**config.mk**
```make
export PLATFORM = sky130hd
export DESIGN_NAME = ecc_word_guard
export DESIGN_NICKNAME = d
export VERILOG_FILES = /design/src/rtl/ecc_guard_pkg.sv /design/src/rtl/ecc_chk_gen.sv /design/src/rtl/ecc_err_locator.sv /design/src/rtl/ecc_lane_watch.sv /design/src/rtl/ecc_word_guard.sv
export SDC_FILE = /design/constraint.sdc
export NUM_CORES = 1
export LEC_CHECK = 0
export BUFFER_PORTS_ARGS = -buffer_cell sky130_fd_sc_hd__buf_2
export CAP_MARGIN = 10
export CORE_MARGIN = 2
export CORE_UTILIZATION = 35
export DETAILED_ROUTE_END_ITERATION = 12
export PLACE_DENSITY = 0.54
export SETUP_SLACK_MARGIN = 0.02
export SLEW_MARGIN = 20
export SYNTH_ARGS = -nofsm -noshare
export SYNTH_HDL_FRONTEND = slang
export SYNTH_SLANG_ARGS = --single-unit
```
**constraint.sdc**
```tcl
create_clock -name clk -period 4.1 [get_ports clk]
set_clock_uncertainty 0.05 [all_clocks]
set_input_delay 0.615 -clock clk [delete_from_list [all_inputs] [get_ports clk]]
set_output_delay 0.615 -clock clk [all_outputs]
set_load 0.1 [all_outputs]
```
**src/rtl/ecc_guard_pkg.sv**
```systemverilog
package ecc_guard_pkg;
  localparam int DATA_W   = 64;
  localparam int CHK_W    = 8;
  localparam int WORD_W   = DATA_W + CHK_W;
  localparam int LANE_W   = 4;
  localparam int N_LANES  = WORD_W / LANE_W;
  localparam int LANE_IDX_W = $clog2(N_LANES);

  typedef logic [CHK_W-1:0] col_t;
  typedef col_t [DATA_W-1:0] col_tab_t;

  typedef enum logic [1:0] {
    ST_CLEAN = 2'b00,
    ST_FIXED = 2'b01,
    ST_FATAL = 2'b10,
    ST_STUCK = 2'b11
  } rd_status_e;

  // Data columns: odd weights from 3 upward, ascending value within a weight.
  function automatic col_tab_t build_col_tab();
    col_tab_t tab;
    int n;
    tab = '0;
    n = 0;
    for (int w = 3; w <= CHK_W; w += 2) begin
      for (int v = 0; v < (1 << CHK_W); v++) begin
        if (n < DATA_W && $countones(v[CHK_W-1:0]) == w) begin
          tab[n] = v[CHK_W-1:0];
          n++;
        end
      end
    end
    return tab;
  endfunction

  localparam col_tab_t H_COLS = build_col_tab();
endpackage

```
**src/rtl/ecc_chk_gen.sv**
```systemverilog
module ecc_chk_gen
  import ecc_guard_pkg::*;
(
  input  logic [DATA_W-1:0] data_i,
  output logic [CHK_W-1:0]  chk_o
);
  always_comb begin
    chk_o = '0;
    for (int i = 0; i < DATA_W; i++) begin
      for (int j = 0; j < CHK_W; j++) begin
        if (H_COLS[i][j]) chk_o[j] = chk_o[j] ^ data_i[i];
      end
    end
  end
endmodule

```
**src/rtl/ecc_err_locator.sv**
```systemverilog
module ecc_err_locator
  import ecc_guard_pkg::*;
(
  input  logic [DATA_W-1:0] data_i,
  input  logic [CHK_W-1:0]  chk_i,
  output logic [CHK_W-1:0]  syndrome_o,
  output logic [DATA_W-1:0] fixed_o,
  output logic              correctable_o,
  output logic              nonzero_o
);
  logic [CHK_W-1:0]  recomputed;
  logic [DATA_W-1:0] hit;
  logic              odd_w;
  logic              chk_only;

  ecc_chk_gen u_regen (
    .data_i (data_i),
    .chk_o  (recomputed)
  );

  assign syndrome_o = recomputed ^ chk_i;

  for (genvar i = 0; i < DATA_W; i++) begin : g_match
    assign hit[i] = (syndrome_o == H_COLS[i]);
  end

  assign odd_w         = ^syndrome_o;
  assign chk_only      = $onehot(syndrome_o);
  assign nonzero_o     = |syndrome_o;
  assign correctable_o = odd_w && (chk_only || (|hit));
  assign fixed_o       = data_i ^ hit;
endmodule

```
**src/rtl/ecc_lane_watch.sv**
```systemverilog
module ecc_lane_watch #(
  parameter int LANE_W  = 4,
  parameter int N_LANES = 18,
  parameter int IDX_W   = 5
) (
  input  logic [LANE_W*N_LANES-1:0] word_i,
  output logic                      any_o,
  output logic [IDX_W-1:0]          first_o
);
  logic [N_LANES-1:0] uni;

  for (genvar k = 0; k < N_LANES; k++) begin : g_lane
    logic [LANE_W-1:0] lane;
    assign lane   = word_i[k*LANE_W +: LANE_W];
    assign uni[k] = (&lane) | ~(|lane);
  end

  assign any_o = |uni;

  always_comb begin
    first_o = '0;
    for (int k = N_LANES - 1; k >= 0; k--) begin
      if (uni[k]) first_o = IDX_W'(k);
    end
  end
endmodule

```
**src/rtl/ecc_word_guard.sv**
```systemverilog
module ecc_word_guard
  import ecc_guard_pkg::*;
(
  input  logic                  clk,
  input  logic                  rst_n,
  input  logic [DATA_W-1:0]     wr_data_i,
  output logic [CHK_W-1:0]      wr_check_o,
  input  logic                  rd_valid_i,
  output logic                  rd_ready_o,
  input  logic [DATA_W-1:0]     rd_data_i,
  input  logic [CHK_W-1:0]      rd_check_i,
  output logic                  rd_valid_o,
  input  logic                  rd_ready_i,
  output logic [DATA_W-1:0]     rd_data_o,
  output logic [1:0]            rd_status_o,
  output logic [CHK_W-1:0]      rd_syndrome_o,
  output logic                  rd_fatal_o,
  output logic [LANE_IDX_W-1:0] rd_stuck_lane_o,
  output logic                  scrub_req_o
);
  logic [CHK_W-1:0]      syn_d;
  logic [DATA_W-1:0]     fixed_d;
  logic                  correctable;
  logic                  nonzero;
  logic                  lane_any;
  logic [LANE_IDX_W-1:0] lane_first;
  rd_status_e            st_d;
  logic [DATA_W-1:0]     data_d;
  logic [LANE_IDX_W-1:0] lane_d;
  logic                  take;

  logic                  vld_q;
  rd_status_e            st_q;
  logic [DATA_W-1:0]     data_q;
  logic [CHK_W-1:0]      syn_q;
  logic [LANE_IDX_W-1:0] lane_q;

  ecc_chk_gen u_wr_gen (
    .data_i (wr_data_i),
    .chk_o  (wr_check_o)
  );

  ecc_err_locator u_locate (
    .data_i        (rd_data_i),
    .chk_i         (rd_check_i),
    .syndrome_o    (syn_d),
    .fixed_o       (fixed_d),
    .correctable_o (correctable),
    .nonzero_o     (nonzero)
  );

  ecc_lane_watch #(
    .LANE_W  (LANE_W),
    .N_LANES (N_LANES),
    .IDX_W   (LANE_IDX_W)
  ) u_lanes (
    .word_i  ({rd_check_i, rd_data_i}),
    .any_o   (lane_any),
    .first_o (lane_first)
  );

  always_comb begin
    if (!nonzero)         st_d = ST_CLEAN;
    else if (correctable) st_d = ST_FIXED;
    else if (lane_any)    st_d = ST_STUCK;
    else                  st_d = ST_FATAL;
    data_d = (st_d == ST_FIXED) ? fixed_d : rd_data_i;
    lane_d = (st_d == ST_STUCK) ? lane_first : '0;
  end

  assign rd_ready_o = !vld_q || rd_ready_i;
  assign take       = rd_valid_i && rd_ready_o;

  always_ff @(posedge clk or negedge rst_n) begin
    if (!rst_n) begin
      vld_q  <= 1'b0;
      st_q   <= ST_CLEAN;
      data_q <= '0;
      syn_q  <= '0;
      lane_q <= '0;
    end else if (take) begin
      vld_q  <= 1'b1;
      st_q   <= st_d;
      data_q <= data_d;
      syn_q  <= syn_d;
      lane_q <= lane_d;
    end else if (rd_ready_i) begin
      vld_q  <= 1'b0;
    end
  end

  assign rd_valid_o      = vld_q;
  assign rd_data_o       = data_q;
  assign rd_status_o     = st_q;
  assign rd_syndrome_o   = syn_q;
  assign rd_stuck_lane_o = lane_q;
  assign rd_fatal_o      = vld_q && st_q[1];
  assign scrub_req_o     = vld_q && (st_q == ST_FIXED);
endmodule

```
==> flow_metrics.env, run 1 <==
export IMPL_outcome="finished, violations left"
export IMPL_violations="setup timing"
export IMPL_cts_buffers=9
export IMPL_r2r_setup_slack_ns=2.21
export IMPL_initial_core_util_pct=35.9
export IMPL_multi_input_area_mm2=0.00600
export IMPL_regToRegStartpoint="rd_valid_o"
export IMPL_fillers=2157
export IMPL_postSynthAreaPerCell_um2=8.51
export IMPL_io_buffers=230
export IMPL_hold_viol=0
export IMPL_synth_cells=923
export IMPL_grt_use_met3_pct=4.68
export IMPL_clkLatencyLatePin_ns=0.34
export IMPL_dieArea_mm2=0.0236
export IMPL_rows=54
export IMPL_r2r_end="rd_data_o[33]"
export IMPL_worstMarginPinSlew_ns=0.943
export IMPL_preCtsSetupSlack_ns=-1.50
export IMPL_period_minus_slack_ns=4.96
export IMPL_synth_top_family_by_area="XOR/XNOR gates"
export IMPL_synth_xor_area_share_pct=39.0
export IMPL_die_h_um=154
export IMPL_yosysSeqAreaShare_pct=25.5
export IMPL_synth_ff_latch_count=80
export IMPL_synth_top_cell_by_area="xnor2_1"
export IMPL_final_antenna_net_count=0
export IMPL_cts_tree="built"
export IMPL_drive_above_1_share_pct=40.6
export IMPL_worstHoldPathType="in -> async"
export IMPL_avgViaCountPerCell=4.92
export IMPL_synth_simple_area_share_pct=16.0
export IMPL_grt_busiest_layer="met2"
export IMPL_muxShareOfSynthArea_pct=0.574
export IMPL_antenna_found_initial=0
export IMPL_arrival_ns=5.19
export IMPL_synth_compound_area_share_pct=9.98
export IMPL_clk_path_buf_depth=2
export IMPL_grt_overflow_total=0
export IMPL_maxCapViolCount=0
export IMPL_synth_area_leaders="xnor2_1 (32%), dfrtp_1 (25%), nand2_1 (5.9%)"
export IMPL_fp_dieW_um=154
export IMPL_grt_util_met2_pct=42.0
export IMPL_wl_per_cell_um=19.1
export IMPL_ys_warnings_count=0
export IMPL_yosys_area_share_adder_pct=5.48
export IMPL_grt_pass1_wl_mm=46.3
export IMPL_register_area_mm2=0.00200
export IMPL_htreeDepth=3
export IMPL_synth_fp_nets=1095
export IMPL_critical_path_endpoint_type="flip-flop"
export IMPL_synth_edf_count=0
export IMPL_grt_max_degree=89
export IMPL_maxSlewHeadroom_pct=37.1
export IMPL_dp_hpwl_mm=25.7
export IMPL_rsz0062_at_grt="yes"
export IMPL_finalSetupViolCount=7
export IMPL_io_pins=231
export IMPL_maxSlewViolCount=0
export IMPL_synth_area_mm2=0.00785
export IMPL_worstSetupPathType="in -> reg"
export IMPL_setup_slack_ns=-0.864
export IMPL_core_mm2=0.0219
export IMPL_synth_flop_cell="dfrtp_1"
export IMPL_grtUsageMet1_pct=33.8
export IMPL_synth_async_reset_ratio_pct=100
export IMPL_cts_root_buf="clkbuf_16"
export IMPL_max_clock_freq_mhz=201
export IMPL_final_period_utilization_pct=121
export IMPL_grtUsageTotal_pct=25.7
export IMPL_path_clk_slew_ns=0.06
export IMPL_r2r_cells=4
export IMPL_synth_cell_types=55
export IMPL_grt_pass1_vias=7881
export IMPL_cp_required_ns=4.33
export IMPL_cp_max_fo=6
export IMPL_diodes=0
export IMPL_drt_iter0_markers=487
export IMPL_routed_wl_mm=31.1
export IMPL_synth_top_area_share_pct=32.0
export IMPL_gp_congestion=0.994
export IMPL_vias=7998
export IMPL_nets=1514
export IMPL_hold_buffers=0
export IMPL_setup_tns_ns=-5.95
export IMPL_drc=0
export IMPL_syn_to_final_growth_pct=48.3
export IMPL_worstSetupStartpointType="primary input"
export IMPL_clock_sinks=80
export IMPL_detail_route_first_pass_iterations=5
[stage by stage]
step                      instance area [um^2]  util (%)  hold slack, ns  cells
after floorplan                           8030         -           0.269    923
after global placement                   10900      49.8           0.409   1599
after detailed placement                 10900      49.8           0.416   1599
after CTS                                11400      52.1           0.299   1621
after global routing                     11600      53.2           0.339   1626
final                                    11600      53.2           0.273   1626
[how the worst max path moves through the flow]
stage / cells past startpoint / endpoint / start
after CTS: 21 / rd_stuck_lane_o[0] / rd_data_i[11]
after detailed placement: 20 / rd_stuck_lane_o[0] / rd_data_i[44]
final: 21 / rd_stuck_lane_o[0] / rd_data_i[43]
after global routing: 23 / rd_status_o[0] / rd_data_i[11]
after global placement: 20 / rd_stuck_lane_o[4] / rd_data_i[44]
after floorplan: 21 / rd_stuck_lane_o[1] / rd_data_i[11]
[kinds of logic after synthesis]
kind of cell	after synthesis
AND/OR/NAND/NOR	272
adder cells (fa/ha/maj)	32
flip-flops	80
XOR/XNOR	339
AO/OA/AOI/OAI	129
buffers and inverters	67
multiplexers	4
[layout make-up]
cell class,instances,share of cell area (%)
clock buffers,10,2.05
multi-input cells,776,51.6
well taps,280,3.01
repair buffers,447,24.5
inverters,28,1.01
flip-flops and latches,80,17.2
clock inverters,5,0.699
[what timing repair did]
item	CTS	global route
gates resized for setup	28	37
pin swaps	34	23
setup buffers	7	4
gates cloned	0	1
setup endpoints to repair	34	68
[state kept, by name (all words and copies together) (netlist names)]
register	cells
rd_data_o	64
rd_status_o	2
rd_stuck_lane_o	5
rd_syndrome_o	8
rd_valid_o	1
[layout by cell type, fill, tap and decap left out, drive strengths merged, types with 3 or more instances in the layout]
| master | Yosys | layout |
|---|---|---|
| buf | 16 | 446 |
| xnor2 | 291 | 291 |
| nand2 | 125 | 125 |
| o21ai | 83 | 83 |
| dfrtp | 80 | 80 |
| nor2 | 45 | 45 |
| xor2 | 44 | 44 |
| nor3 | 31 | 31 |
| inv | 28 | 28 |
| ha | 28 | 28 |
| nand4 | 19 | 19 |
| nand3 | 15 | 15 |
| or4 | 13 | 13 |
| clkbuf | 23 | 11 |
| a21oi | 9 | 9 |
| a32o | 7 | 7 |
| nand2b | 6 | 6 |
| nor4 | 5 | 5 |
| xnor3 | 4 | 4 |
| a22o | 4 | 4 |
| and3 | 4 | 4 |
| a31oi | 4 | 4 |
| mux2 | 4 | 4 |
| fa | 4 | 4 |
| a22oi | 3 | 3 |
| o21a | 3 | 3 |
| and2 | 3 | 3 |
| a21boi | 3 | 3 |
[Yosys cell counts (3+ instances only)]
library cell and instances:
a21oi_1 8, a22o_1 4, a22oi_1 3, a31oi_1 4
a32o_1 7, and2_1 3, and3_1 4, buf_2 14
clkbuf_1 23, dfrtp_1 80, fa_1 4, ha_1 28
inv_1 24, inv_2 4, mux2_1 3, nand2_1 123
nand2b_1 6, nand3_1 15, nand4_1 19, nor2_1 45
nor3_1 31, nor4_1 5, o21a_1 3, o21ai_0 25
o21ai_1 58, or4_1 13, xnor2_1 287, xnor2_2 4
xnor3_1 4, xor2_1 43
[routing by layer]
layer | share of wire (%) | up-vias
li1 | - | 3895
met1 | 43 | 3724
met2 | 47 | 309
met3 | 6.1 | 70
met4 | 3.8 | 0
met5 | 0 | -
[worst max-delay path, stage by stage]
cell	delay, ns
buf_2	0.13
buf_4	0.13
xor2_1	0.17
xnor2_1	0.26
xnor2_1	0.17
xnor2_1	0.11
xnor2_1	0.29
xnor2_2	0.16
ha_2	0.22
fa_1	0.51
inv_1	0.05
fa_1	0.47
inv_1	0.04
ha_2	0.16
fa_1	0.50
nor4b_2	0.06
nor4_2	0.15
o2111ai_1	0.18
or3_4	0.39
a21oi_4	0.23
a32o_1	0.21
Power of run 1 is left out: the tool's default activity adds up to more than one toggle a clock period on the data nets, which glitch-free logic cannot reach.
==> run 2: changes to the inputs <==
PLACE_DENSITY = 0.53   (was 0.54)
SKIP_LAST_GASP = 1   (was not set)
SYNTH_HIERARCHICAL = 1   (was not set)
==> run 2 against run 1 <==
Net effect:
- the run still ends with setup timing left
- hold slack improved by 0.027 ns
- critical endpoint is now rd_data_o[17]
- sequential cell count unchanged
- cell area increased by 7.5%
==> flow_metrics.env, run 2 <==
export IMPL_outcome="finished, violations left"
export IMPL_violations="setup timing"
export IMPL_grtUsageTotal_pct=25.3
export IMPL_drive_above_1_share_pct=39.3
export IMPL_grt_pass1_wl_mm=50.2
export IMPL_synth_ff_latch_count=80
export IMPL_grt_overflow_total=0
export IMPL_maxSlewHeadroom_pct=44.9
export IMPL_clk_path_buf_depth=2
export IMPL_dieArea_mm2=0.0266
export IMPL_io_buffers=230
export IMPL_syn_to_final_growth_pct=41.0
export IMPL_critical_path_endpoint_type="flip-flop"
export IMPL_setup_slack_ns=-1.55
export IMPL_multi_input_area_mm2=0.00677
export IMPL_cp_required_ns=4.27
export IMPL_finalSetupViolCount=71
export IMPL_drc=0
export IMPL_synth_fp_nets=1093
export IMPL_arrival_ns=5.83
export IMPL_grt_pass1_vias=8641
export IMPL_rsz0062_at_grt="yes"
export IMPL_drt_iter0_markers=653
export IMPL_routed_wl_mm=34.1
export IMPL_largest_reg_flops=64
export IMPL_gp_congestion=0.932
export IMPL_fin_util_pct=50.0
export IMPL_wl_met2_mm=16.2
export IMPL_hold_viol=0
export IMPL_rows=58
export IMPL_synth_edf_count=0
export IMPL_yosysSeqAreaShare_pct=22.6
export IMPL_synth_flop_cell="dfrtp_1"
export IMPL_routed_top_layer="met4"
export IMPL_synth_area_leaders="dfrtp_1 (23%), xnor2_1 (20%), xnor3_1 (11%)"
export IMPL_cts_root_buf="clkbuf_16"
export IMPL_diodes=0
export IMPL_fillers=2404
export IMPL_path_clk_slew_ns=0.07
export IMPL_final_period_utilization_pct=138
export IMPL_nets=1478
export IMPL_synth_top_cell_by_area="dfrtp_1"
export IMPL_met1Wirelength_mm=14.9
export IMPL_final_common_cell="buf_2"
export IMPL_period_minus_slack_ns=5.65
export IMPL_detail_route_first_pass_iterations=5
export IMPL_maxSlewViolCount=0
export IMPL_setup_tns_ns=-104.51
export IMPL_cp_max_fo=6
export IMPL_final_antenna_net_count=0
export IMPL_avgViaCountPerCell=5.25
export IMPL_postSynthAreaPerCell_um2=9.53
export IMPL_initial_core_util_pct=35.4
export IMPL_die_h_um=163
export IMPL_final_cell_mix="buf_2 (225), xnor2_1 (196), buf_4 (186), o21ai_0 (91), dfrtp_1 (80)"
export IMPL_io_pins=231
export IMPL_clkLatencyLatePin_ns=0.35
export IMPL_dp_hpwl_mm=26.9
export IMPL_fp_dieW_um=163
export IMPL_grt_max_degree=69
export IMPL_worstSetupPathType="in -> reg"
export IMPL_maxCapViolCount=0
export IMPL_max_clock_freq_mhz=177
export IMPL_synth_async_reset_ratio_pct=100
export IMPL_htreeDepth=3
export IMPL_synth_area_mm2=0.00887
export IMPL_clock_sinks=80
export IMPL_synth_cells=931
export IMPL_cts_tree="built"
export IMPL_hold_buffers=0
export IMPL_worstMarginPinSlew_ns=0.827
export IMPL_synth_cell_types=67
export IMPL_ys_warnings_count=6
export IMPL_yosysMostFrequentCell="xnor2_1"
export IMPL_cts_buffers=9
export IMPL_wl_met3_mm=2.06
export IMPL_antenna_found_initial=0
export IMPL_yosys_top_cells_count="xnor2_1 (205), o21ai_0 (123), dfrtp_1 (80)"
export IMPL_vias=8665
export IMPL_core_mm2=0.0250
export IMPL_worstHoldPathType="in -> async"
export IMPL_worstSetupStartpointType="primary input"
export IMPL_wl_per_cell_um=20.7
export IMPL_synth_top_area_share_pct=22.6
export IMPL_register_area_mm2=0.00200
[run 2: cell count changes in the layout (fill, tap and decap cells not counted), sizes merged, moves of 29 or more]
cell,delta
mux2i,+64
nand2,-81
nand4,+39
nor3,-29
o21ai,+56
xnor2,-84
xnor3,+40
[run 2: layout make-up]
class	count	share of cell area (%)
Multi-Input combinational cell	776	54.1
Timing Repair Buffer	434	23.4
Sequential cell	80	16.0
Tap cell	330	3.30
Clock buffer	10	1.83
Clock inverter	6	0.920
Inverter	15	0.450
[run 2: what timing repair did]
action | 4_1_cts | 5_1_grt
buffers inserted | 19 | 6
resized for setup | 48 | 39
gates cloned | 5 | 0
pin swaps | 22 | 23
endpoints found under the setup margin | 71 | 71
[run 2: path summary, 6_finish.rpt]
path,startpoint,end,slack (ns),cells past startpoint
max,rd_data_i[62],rd_data_o[17],-1.55,22
min,rst_n,rd_data_o[16],0.30,1
max reg2reg,rd_valid_o,rd_data_o[39],2.17,5
max in group asynchronous,rst_n,rd_syndrome_o[5],2.88,2
min reg2reg,rd_data_o[22],rd_data_o[22],0.46,2
min in group clk,rd_data_o[22],rd_data_o[22],0.46,2
[run 2: cell families (layout without fill, tap and decap cells)]
kind of cell	after synthesis	in the layout	share of synthesized area [%]
simple gates	190	190	12.4
buf+inv	75	465	3.75
flops	80	80	22.6
compound gates	187	187	12.1
mux	72	72	8.24
xor+xnor	305	305	37.6
fa+ha+maj	22	22	3.44
[run 2: metal layers]
metal,up-vias,GRT usage (%)
li1,4086,-
met1,4178,33.4
met2,336,41.7
met3,65,3.86
met4,0,9.94
met5,-,0
[run 2: worst max-delay path: stages]
cell	delay, ns
buf_6	0.07
xnor3_2	0.45
buf_6	0.14
xnor3_1	0.39
xnor3_1	0.40
xor2_2	0.21
inv_2	0.07
fa_1	0.55
fa_1	0.43
fa_2	0.37
fa_2	0.35
nor2b_1	0.13
a31oi_1	0.14
or3b_4	0.14
nand4_1	0.07
o41a_1	0.48
nand2_4	0.16
buf_12	0.13
buf_12	0.11
buf_16	0.13
mux2i_1	0.20
o21ai_1	0.07
[run 2: stage by stage]
step	area [um^2]	std cells	hold slack, ns	setup slack [ns]
floorplan	8960	931	0.269	-1.34
global placement	11600	1606	0.438	-1.90
detailed placement	11600	1606	0.442	-1.97
CTS	12400	1646	0.330	-1.48
global route	12500	1651	0.361	-1.69
finish	12500	1651	0.300	-1.55
Power of run 2 is left out for the same reason.
==> run 3: changes to the inputs <==
RECOVER_POWER = 50   (was not set)
==> run 3 against run 2 <==
Net effect:
- setup slack gained 0.011 ns
- the run ends with capacitance limit, slew limit, setup timing left
- global-route usage is the same
- die area is the same
- via count shrank 0.15%
==> flow_metrics.env, run 3 (synthesis gave the netlist of run 2 again) <==
export IMPL_path_clk_slew_ns=0.06
export IMPL_syn_to_final_growth_pct=40.8
export IMPL_avgViaCountPerCell=5.24
export IMPL_antenna_found_initial=0
export IMPL_vias=8652
export IMPL_cp_required_ns=4.27
export IMPL_outcome="finished, violations left"
export IMPL_maxSlewHeadroom_pct=-7.23
export IMPL_worstSetupStartpointType="primary input"
export IMPL_violations="capacitance limit, slew limit, setup timing"
export IMPL_dieArea_mm2=0.0266
export IMPL_worstHoldPathType="reg -> reg"
export IMPL_arrival_ns=5.82
export IMPL_multi_input_area_mm2=0.00677
export IMPL_final_antenna_net_count=0
export IMPL_drc=0
export IMPL_io_buffers=230
export IMPL_core_mm2=0.0250
export IMPL_gp_congestion=0.932
export IMPL_worst_path_max_delay_cell="fa_1"
export IMPL_final_cell_mix="buf_2 (216), xnor2_1 (196), buf_4 (184), o21ai_0 (91), dfrtp_1 (80)"
export IMPL_period_minus_slack_ns=5.64
export IMPL_dp_hpwl_mm=26.9
export IMPL_final_period_utilization_pct=138
export IMPL_register_area_mm2=0.00200
export IMPL_fillers=2412
export IMPL_finalNonFillerCells=1651
export IMPL_dp_cells=1606
export IMPL_detail_route_first_pass_iterations=6
export IMPL_wl_per_cell_um=20.7
export IMPL_drive_above_1_share_pct=38.5
export IMPL_io_pins=231
export IMPL_setup_slack_ns=-1.54
export IMPL_maxCapViolCount=1
export IMPL_grt_max_degree=69
export IMPL_initial_core_util_pct=35.4
export IMPL_cp_max_fo=6
export IMPL_routed_wl_mm=34.1
export IMPL_path_cells="buf_6, xnor3_2, buf_6, xnor3_1, xnor3_1, xor2_2, inv_2, fa_1, fa_1, fa_2, fa_2, nor2b_1, a31oi_1, or3b_4, nand4_1, o41a_1, nand2_4, buf_12, buf_12, buf_16, mux2i_1, o21ai_1"
export IMPL_cts_root_buf="clkbuf_16"
export IMPL_clk_path_buf_depth=2
export IMPL_hold_buffers=0
export IMPL_clock_sinks=80
export IMPL_htreeDepth=3
export IMPL_grt_overflow_total=0
export IMPL_grt_pass1_vias=8641
export IMPL_cp_top_family="adder cells"
export IMPL_rsz0062_at_grt="yes"
export IMPL_finalSetupViolCount=71
export IMPL_drt_iter0_markers=678
export IMPL_nets=1478
export IMPL_hold_viol=0
export IMPL_grt_pass1_wl_mm=50.2
export IMPL_cp_slowest_stage_delay_ns=0.55
export IMPL_worstSetupPathType="in -> reg"
export IMPL_die_h_um=163
export IMPL_clkLatencyLatePin_ns=0.35
export IMPL_grtUsageTotal_pct=25.3
export IMPL_worstMarginPinSlew_ns=1.61
export IMPL_cts_tree="built"
export IMPL_max_clock_freq_mhz=177
export IMPL_fp_dieW_um=163
export IMPL_maxSlewViolCount=61
export IMPL_fin_util_pct=49.9
export IMPL_final_common_cell="buf_2"
export IMPL_rows=58
export IMPL_critical_path_buf_inv_count=6
export IMPL_cts_buffers=9
export IMPL_largest_reg_flops=64
export IMPL_critical_path_endpoint_type="flip-flop"
export IMPL_diodes=0
run 3: final timing paths:
| path | startpoint | to | slack, ns | cells after the start |
|---|---|---|---|---|
| min in group asynchronous | rst_n | rd_data_o[16] | 0.60 | 1 |
| max in group asynchronous | rst_n | rd_syndrome_o[5] | 1.58 | 2 |
| max reg2reg | rd_valid_o | rd_data_o[40] | 2.19 | 5 |
| min | rd_data_o[6] | rd_data_o[6] | 0.46 | 2 |
| min reg2reg | rd_data_o[6] | rd_data_o[6] | 0.46 | 2 |
| max | rd_data_i[62] | rd_data_o[17] | -1.54 | 22 |
run 3: stage by stage:
stage	worst slack (ns)	instance area, um^2	hold WS, ns	setup TNS, ns
2_1_floorplan	-1.34	8960	0.269	-93.24
3_3_place_gp	-1.90	11600	0.438	-129.45
3_5_place_dp	-1.97	11600	0.442	-133.78
4_1_cts	-1.48	12400	0.330	-100.11
5_1_grt	-1.69	12500	0.483	-113.91
6_report	-1.54	12500	0.458	-103.73
run 3: routing by layer:
layer | up-vias | routed length [um] | GRT usage, %
met2 | 338 | 16200 | 41.7
li1 | 4085 | - | -
met4 | 0 | 1010 | 9.94
met3 | 64 | 2230 | 3.86
met1 | 4165 | 14700 | 33.4
met5 | - | 0 | 0
run 3: cell type report:
type / count / share of cell area [%]
clock buffers: 10 / 1.83
clock inverters: 6 / 0.921
inverters: 15 / 0.451
multi-input cells: 776 / 54.2
flip-flops and latches: 80 / 16.0
well taps: 330 / 3.30
repair buffers: 434 / 23.3
run 3: repair_timing:
| item | in CTS | in global routing |
|---|---|---|
| hold endpoints to repair | 0 | 0 |
| gates cloned | 5 | 0 |
| gates resized for setup | 48 | 39 |
| setup buffers | 19 | 6 |
| pin swaps | 22 | 23 |
| endpoints found under the setup margin | 71 | 71 |
run 3: worst register-to-register path, delay by kind of cell (launching register included):
| kind | cells | cell delay (ns) |
|---|---|---|
| and+or+nand+nor | 2 | 0.59 |
| DFF | 1 | 0.38 |
| AOI/OAI and AO/OA | 1 | 0.21 |
| buffers and inverters | 2 | 0.56 |
Power of run 3 is left out for the same reason.
